File: src/rtl/fss_pkg.sv
package fss_pkg;
  typedef enum logic [1:0] {
    ST_ACTIVE = 2'd0,
    ST_GRACE  = 2'd1,
    ST_SLEEP  = 2'd2,
    ST_WAKING = 2'd3
  } unit_st_e;
endpackage

File: src/rtl/fss_rst_sync.sv
module fss_rst_sync (
  input  logic clk,
  input  logic rst_n,
  output logic rst_sn
);
  logic [1:0] sync_q;

  always_ff @(posedge clk or negedge rst_n) begin
    if (!rst_n) sync_q <= 2'b00;
    else        sync_q <= {sync_q[0], 1'b1};
  end

  assign rst_sn = sync_q[1];
endmodule

File: src/rtl/fss_bank.sv
module fss_bank
  import fss_pkg::*;
#(
  parameter int AGP_W = 8
) (
  input  logic             clk,
  input  logic             rst_n,
  input  logic             acc_i,
  input  logic             fb_sleep_i,
  input  logic [AGP_W-1:0] grace_i,
  input  logic             wake_i,
  input  logic             pump_act_i,
  output unit_st_e         st_o,
  output logic             wait_o
);
  localparam logic [AGP_W-1:0] ONE = AGP_W'(1);

  unit_st_e         cur_q, nxt;
  logic [AGP_W-1:0] cnt_q, cnt_d;
  logic             cnt_en;

  always_comb begin
    nxt    = cur_q;
    cnt_d  = cnt_q;
    cnt_en = 1'b0;
    unique case (cur_q)
      ST_ACTIVE: begin
        if (fb_sleep_i && !acc_i) begin
          if (grace_i == '0) begin
            nxt = ST_SLEEP;
          end else begin
            nxt    = ST_GRACE;
            cnt_d  = grace_i;
            cnt_en = 1'b1;
          end
        end
      end
      ST_GRACE: begin
        if (acc_i || !fb_sleep_i) begin
          nxt = ST_ACTIVE;
        end else if (cnt_q == ONE) begin
          nxt = ST_SLEEP;
        end else begin
          cnt_d  = cnt_q - ONE;
          cnt_en = 1'b1;
        end
      end
      ST_SLEEP: begin
        if (acc_i || wake_i) nxt = ST_WAKING;
      end
      ST_WAKING: begin
        if (pump_act_i) nxt = ST_ACTIVE;
      end
      default: nxt = ST_ACTIVE;
    endcase
  end

  always_ff @(posedge clk or negedge rst_n) begin
    if (!rst_n) cur_q <= ST_ACTIVE;
    else        cur_q <= nxt;
  end

  always_ff @(posedge clk or negedge rst_n) begin
    if (!rst_n)      cnt_q <= '0;
    else if (cnt_en) cnt_q <= cnt_d;
  end

  assign st_o   = cur_q;
  assign wait_o = acc_i && (cur_q == ST_SLEEP || cur_q == ST_WAKING);


  bank_fb_active_hold_chk: assert property (@(posedge clk) disable iff (!rst_n)
    (cur_q == ST_ACTIVE && !fb_sleep_i) |=> (cur_q == ST_ACTIVE));


  grace_access_reload_chk: assert property (@(posedge clk) disable iff (!rst_n)
    (cur_q == ST_GRACE && acc_i) |=> (cur_q == ST_ACTIVE));


  grace_not_early_chk: assert property (@(posedge clk) disable iff (!rst_n)
    (cur_q == ST_GRACE && cnt_q > ONE && !acc_i && fb_sleep_i) |=> (cur_q == ST_GRACE));


  no_active_without_pump_chk: assert property (@(posedge clk) disable iff (!rst_n)
    (cur_q == ST_WAKING && !pump_act_i) |=> (cur_q != ST_ACTIVE));
endmodule

File: src/rtl/fss_pump.sv
module fss_pump
  import fss_pkg::*;
#(
  parameter int DLY_W   = 8,
  parameter int DLY_MIN = 20
) (
  input  logic             clk,
  input  logic             rst_n,
  input  logic             fb_sleep_i,
  input  logic             all_sleep_i,
  input  logic             wake_i,
  input  logic [DLY_W-1:0] dly_i,
  output unit_st_e         st_o
);
  localparam logic [DLY_W-1:0] FLOOR = DLY_W'(DLY_MIN);
  localparam logic [DLY_W-1:0] ONE   = DLY_W'(1);

  unit_st_e         cur_q, nxt;
  logic [DLY_W-1:0] cnt_q, cnt_d, eff_dly;
  logic             cnt_en;
  logic             ph_q, ph_d;

  assign eff_dly = (dly_i < FLOOR) ? FLOOR : dly_i;

  always_comb begin
    nxt    = cur_q;
    cnt_d  = cnt_q;
    cnt_en = 1'b0;
    ph_d   = 1'b0;
    unique case (cur_q)
      ST_ACTIVE: begin
        if (fb_sleep_i && all_sleep_i && !wake_i) nxt = ST_SLEEP;
      end
      ST_SLEEP: begin
        if (wake_i) begin
          nxt    = ST_WAKING;
          cnt_d  = eff_dly;
          cnt_en = 1'b1;
        end
      end
      ST_WAKING: begin
        ph_d = !ph_q;
        if (ph_q) begin
          if (cnt_q <= ONE) begin
            nxt = ST_ACTIVE;
          end else begin
            cnt_d  = cnt_q - ONE;
            cnt_en = 1'b1;
          end
        end
      end
      default: nxt = ST_ACTIVE;
    endcase
  end

  always_ff @(posedge clk or negedge rst_n) begin
    if (!rst_n) begin
      cur_q <= ST_ACTIVE;
      ph_q  <= 1'b0;
    end else begin
      cur_q <= nxt;
      ph_q  <= ph_d;
    end
  end

  always_ff @(posedge clk or negedge rst_n) begin
    if (!rst_n)      cnt_q <= '0;
    else if (cnt_en) cnt_q <= cnt_d;
  end

  assign st_o = cur_q;


  pump_waits_banks_chk: assert property (@(posedge clk) disable iff (!rst_n)
    (cur_q == ST_ACTIVE && !all_sleep_i) |=> (cur_q != ST_SLEEP));


  pump_fb_active_hold_chk: assert property (@(posedge clk) disable iff (!rst_n)
    (cur_q == ST_ACTIVE && !fb_sleep_i) |=> (cur_q == ST_ACTIVE));


  pump_delay_hold_chk: assert property (@(posedge clk) disable iff (!rst_n)
    (cur_q == ST_WAKING && cnt_q > ONE) |=> (cur_q == ST_WAKING));


  pump_half_rate_chk: assert property (@(posedge clk) disable iff (!rst_n)
    (cur_q == ST_WAKING && !ph_q) |=> (cur_q == ST_WAKING));
endmodule

File: src/rtl/flash_sleep_seq.sv
module flash_sleep_seq
  import fss_pkg::*;
#(
  parameter int NUM_BANKS = 4,
  parameter int AGP_W     = 8,
  parameter int DLY_W     = 8,
  parameter int DLY_MIN   = 20
) (
  input  logic                       clk,
  input  logic                       rst_n,
  input  logic [NUM_BANKS-1:0]       bank_acc,
  input  logic [NUM_BANKS-1:0]       bank_fb_sleep,
  input  logic                       pump_fb_sleep,
  input  logic [NUM_BANKS*AGP_W-1:0] grace_cfg,
  input  logic [DLY_W-1:0]           pump_dly,
  input  logic                       wake_req,
  output logic [2*NUM_BANKS-1:0]     bank_state,
  output logic [1:0]                 pump_state,
  output logic                       pump_ready,
  output logic [NUM_BANKS-1:0]       acc_wait,
  output logic                       clk_stop_ok
);
  logic                 rst_sn;
  unit_st_e             pump_st;
  logic [NUM_BANKS-1:0] asleep, waking, awake;
  logic                 all_sleep, pump_wake, pump_act;

  fss_rst_sync u_rst (
    .clk    (clk),
    .rst_n  (rst_n),
    .rst_sn (rst_sn)
  );

  assign pump_act = (pump_st == ST_ACTIVE);

  for (genvar i = 0; i < NUM_BANKS; i++) begin : g_bank
    unit_st_e st;

    fss_bank #(.AGP_W(AGP_W)) u_bank (
      .clk        (clk),
      .rst_n      (rst_sn),
      .acc_i      (bank_acc[i]),
      .fb_sleep_i (bank_fb_sleep[i]),
      .grace_i    (grace_cfg[AGP_W*i +: AGP_W]),
      .wake_i     (wake_req),
      .pump_act_i (pump_act),
      .st_o       (st),
      .wait_o     (acc_wait[i])
    );

    assign bank_state[2*i +: 2] = st;
    assign asleep[i] = (st == ST_SLEEP);
    assign waking[i] = (st == ST_WAKING);
    assign awake[i]  = (st == ST_ACTIVE) || (st == ST_GRACE);
  end

  assign all_sleep = &asleep;
  assign pump_wake = (|waking) || wake_req;

  fss_pump #(.DLY_W(DLY_W), .DLY_MIN(DLY_MIN)) u_pump (
    .clk         (clk),
    .rst_n       (rst_sn),
    .fb_sleep_i  (pump_fb_sleep),
    .all_sleep_i (all_sleep),
    .wake_i      (pump_wake),
    .dly_i       (pump_dly),
    .st_o        (pump_st)
  );

  assign pump_state  = pump_st;
  assign pump_ready  = pump_act;
  assign clk_stop_ok = (pump_st == ST_SLEEP) && all_sleep;


  pump_sleep_banks_down_chk: assert property (@(posedge clk) disable iff (!rst_sn)
    (pump_st != ST_ACTIVE) |-> (awake == '0));


  stop_implies_no_wait_chk: assert property (@(posedge clk) disable iff (!rst_sn)
    clk_stop_ok |=> (pump_st != ST_ACTIVE));
endmodule

File: config.mk
export PLATFORM = sky130hd
export DESIGN_NAME = flash_sleep_seq
export DESIGN_NICKNAME = d
export VERILOG_FILES = /design/src/rtl/fss_pkg.sv /design/src/rtl/fss_rst_sync.sv /design/src/rtl/fss_bank.sv /design/src/rtl/fss_pump.sv /design/src/rtl/flash_sleep_seq.sv
export SDC_FILE = /design/constraint.sdc
export NUM_CORES = 1
export LEC_CHECK = 0
export BUFFER_PORTS_ARGS = -buffer_cell sky130_fd_sc_hd__buf_2
export CAP_MARGIN = 10
export CELL_PAD_IN_SITES_DETAIL_PLACEMENT = 1
export CELL_PAD_IN_SITES_GLOBAL_PLACEMENT = 2
export CORE_MARGIN = 10
export CORE_UTILIZATION = 36
export CTS_CLUSTER_SIZE = 14
export DETAILED_ROUTE_END_ITERATION = 7
export PLACE_DENSITY = 0.95
export RECOVER_POWER = 100
export SLEW_MARGIN = 20
export SYNTH_ARGS = -nofsm -noshare
export SYNTH_HDL_FRONTEND = slang
export SYNTH_SLANG_ARGS = --single-unit
File: constraint.sdc
create_clock -name clk -period 2.6 [get_ports clk]
set_clock_uncertainty 0.2 [all_clocks]
set_input_delay 0.26 -clock clk [delete_from_list [all_inputs] [get_ports clk]]
set_output_delay 0.26 -clock clk [all_outputs]
set_load 0.05 [all_outputs]
==> flow_summary.yaml <==
outcome:
  status: "finished clean"
critical_path:
  arrival_ps: 2430
  critPathBufInv: 0
  slowest_delay_ps: 640
  cp_max_fo: 12
  startpoint_type: "register"
  worstPathCellList: "or4_1 -> or4b_4 -> nand2_1 -> mux2i_1"
  critPathKind: "reg -> reg"
  critPathRequiredTime_ps: 2630
  cp_slowest_cell: "or4b_4"
  cpLargestDelayFamily: "simple AND/OR/NAND/NOR gates"
  crit_path_end_kind: "register"
  rrSetupSlack_ps: 200
sta:
  report.final.slew_viol_count: 0
  hold_ws_ps: 35.5
  period_needed_ps: 2400
  tightest_slew_ps: 1340
  fmax_mhz: 416
  hold_violations: 0
  period_share: 0.925
  finalSetupViolations: 0
  worst_slack_ps: 196
  grt_setup_unrepaired: "no"
  fin_tns_setup_ps: 0
  slew_headroom: 0.104
synthesis:
  synth_edf_count: 0
  synthAdderAreaFrac: 0.0339
  synth_compound_area_frac: 0.284
  synth-seq-cells: 53
  synthFlopType: "dfrtp_1"
  syn_area_um2: 3690
  yosys.area_share.simple: 0.248
  synth_top_family_by_area: "compound AO/OA/AOI/OAI gates"
  synthMuxAreaShare: 0.0200
  seq_area_frac_synth: 0.360
  syn_area_per_cell_um2: 8.71
  synth-xor-area-share: 0
  synthDistinctLibCells: 71
  synthArstFlopShare: 1.00
  syn_nets: 485
  yosysWarnings: 0
  synthCells: 423
floorplan:
  core_um2: 9860
  die_x_um: 121
  ioPinCount: 68
  floorplan.initialDensity: 0.374
  dieArea_um2: 14700
  num_rows: 36
  die_h_um: 121
clock_tree:
  clock_latency_ps: 310
  clkTransAtPathRegs_ps: 100
  cts_tree: "done"
  clock-root-buffer: "clkbuf_8"
  numCtsBuffers: 5
  cts_max_path_buffers: 2
  clock-sinks: 53
  cts_setup_buffers: 0
  htree_levels: 2
cells_and_area:
  final_cell_area_um2: 4210
  area_growth_pct: 14.3
  final_nets: 545
  antenna_cells: 0
  layout-drive-gt1-share: 0.167
global_routing:
  gr-usage-all-layers: 0.147
  grt_max_degree: 52
  overflow: 0
  first_global_vias: 3879
  grt_pass1_wl_um: 18400
  grt_antenna_before_repair: 0
detailed_routing:
  ant_nets: 0
  drc_errors: 0
  drt_iter0_drc: 134
  vias: 3591
  viasPerCell: 5.82
  dr.pass1.iters: 4
  wl_um: 10800
  wl_per_cell_um: 17.5
place:
  placed_area_um2: 4170
  port_buffers: 67
  dp_hpwl_um: 8410
  gp_congestion: 0.891
  place_ws_ps: 330
power:
  p_per_area_nw_per_um2: 888
  power.leakage_nw: 1.74
  irDropWorstVdd_v: 0.000285
worst_hold_path:
  holdCritPathClass: "in -> reg"
job:
  maxCapViolations: 0
-- Yosys cell counts, drive strengths merged, types with 3 or more instances --
library cell / number / area, um^2
nor4: 11 / 68.8
o21bai: 3 / 22.5
nand4: 4 / 25.0
o211ai: 10 / 85.1
nor2b: 5 / 31.3
inv: 15 / 56.3
a31oi: 13 / 87.6
and3: 3 / 18.8
o21ai: 14 / 70.1
o2bb2ai: 23 / 201
a21oi: 28 / 140
buf: 12 / 75.1
a22oi: 5 / 37.5
nor3b: 4 / 30.0
or3b: 6 / 52.6
nand2b: 11 / 68.8
and2: 7 / 43.8
nand3: 13 / 65.1
or3: 6 / 37.5
nor4bb: 4 / 40.0
o31ai: 8 / 60.1
dfrtp: 53 / 1330
nor2: 38 / 145
o22ai: 8 / 50.1
nor3: 15 / 75.1
nand2: 26 / 100
mux2: 3 / 33.8
mux2i: 4 / 40.0
ha: 10 / 125
or4: 6 / 48.8
a311oi: 3 / 32.5
clkbuf: 17 / 63.8
a2bb2oi: 3 / 32.5
-- metal layers --
metal  global-route usage  share of wire
met3               0.0289          0.043
met5                    0              0
met1                0.182           0.46
met2                0.258           0.49
met4               0.0298         0.0074
-- through the flow --
step                      utilization  power [W]  cells
after floorplan                     -    0.00280    423
after global placement          0.423    0.00321    608
after detailed placement        0.423    0.00329    608
after CTS                       0.433    0.00381    617
after global routing            0.427    0.00408    617
final                           0.427    0.00374    617
-- cell type report --
| type | instances | area [um^2] |
|---|---|---|
| Fill cell | 1196 | 5650 |
| Multi-Input combinational cell | 326 | 2150 |
| Sequential cell | 53 | 1330 |
| Timing Repair Buffer | 82 | 417 |
| Tap cell | 133 | 166 |
| Clock buffer | 5 | 68.8 |
| Inverter | 15 | 56.3 |
| Clock inverter | 3 | 26.3 |
-- cells in the final DEF (no fill, tap or decap), types with 8 or more instances in the layout --
cell       instances
o21ai_0           13
nand3_1           13
nand2_1           26
o31ai_1            8
buf_4             10
nor4_1            11
a21oi_1           28
nor2_1            38
o22ai_1            8
clkbuf_1          19
nand2b_1          11
o2bb2ai_1         23
inv_1             15
buf_2             50
a31oi_1           12
ha_1              10
nor3_1            15
o211ai_1           8
dfrtp_1           52
-- report_power, final --
part | total [W] | internal (W) | leakage, nW | switching (W)
Clock | 0.000498 | 0.000197 | 0.0487 | 0.000301
Combinational | 0.00179 | 0.000694 | 1.05 | 0.00110
Sequential | 0.00145 | 0.00109 | 0.645 | 0.000360
-- path summary, 6_finish.rpt --
| path | cells past startpoint | endpoint | start |
|---|---|---|---|
| hold / removal | 3 | g_bank[0].u_bank.cnt_q[0]$_DFFE_PN0P_ | grace_cfg[0] |
| min in group asynchronous | 2 | u_rst.sync_q[0]$_DFF_PN0_ | rst_n |
| setup reg to reg | 4 | g_bank[0].u_bank.cnt_q[1]$_DFFE_PN0P_ | g_bank[0].u_bank.cnt_q[4]$_DFFE_PN0P_ |
| hold reg to reg | 0 | u_rst.sync_q[1]$_DFF_PN0_ | u_rst.sync_q[0]$_DFF_PN0_ |
| setup / recovery | 4 | g_bank[0].u_bank.cnt_q[1]$_DFFE_PN0P_ | g_bank[0].u_bank.cnt_q[4]$_DFFE_PN0P_ |
| max in group asynchronous | 1 | g_bank[2].u_bank.cnt_q[5]$_DFFE_PN0P_ | u_rst.sync_q[1]$_DFF_PN0_ |
-- cell families (layout without fill, tap and decap cells) --
kind of cell | count (synthesis) | after routing
other | 1 | 1
DFF | 53 | 53
and+or+nand+nor | 166 | 166
AOI/OAI and AO/OA | 142 | 142
adders and majority gates | 10 | 10
buffers and inverters | 44 | 105
muxes | 7 | 7
-- sequential cells by signal (all words and copies together), names as in the netlist --
| signal | flops |
|---|---|
| u_pump.st_o | 2 |
| u_pump.cnt_q | 8 |
| g_bank.u_bank.st_o | 8 |
| g_bank.u_bank.cnt_q | 32 |
| u_rst.sync_q | 2 |
| u_pump.ph_q | 1 |
-- worst register-to-register path, cell delays in order (launching register included) --
cell and delay (ps):
dfrtp_1 450, or4_1 590, or4b_4 640, nand2_1 220, mux2i_1 220
-- timing repair --
action / in CTS / in global routing
hold buffers: 1 / 0
gates resized for setup: 0 / 0
endpoints found under the hold margin: 2 / 0
Note: power is estimated with default switching activity, not from simulation.
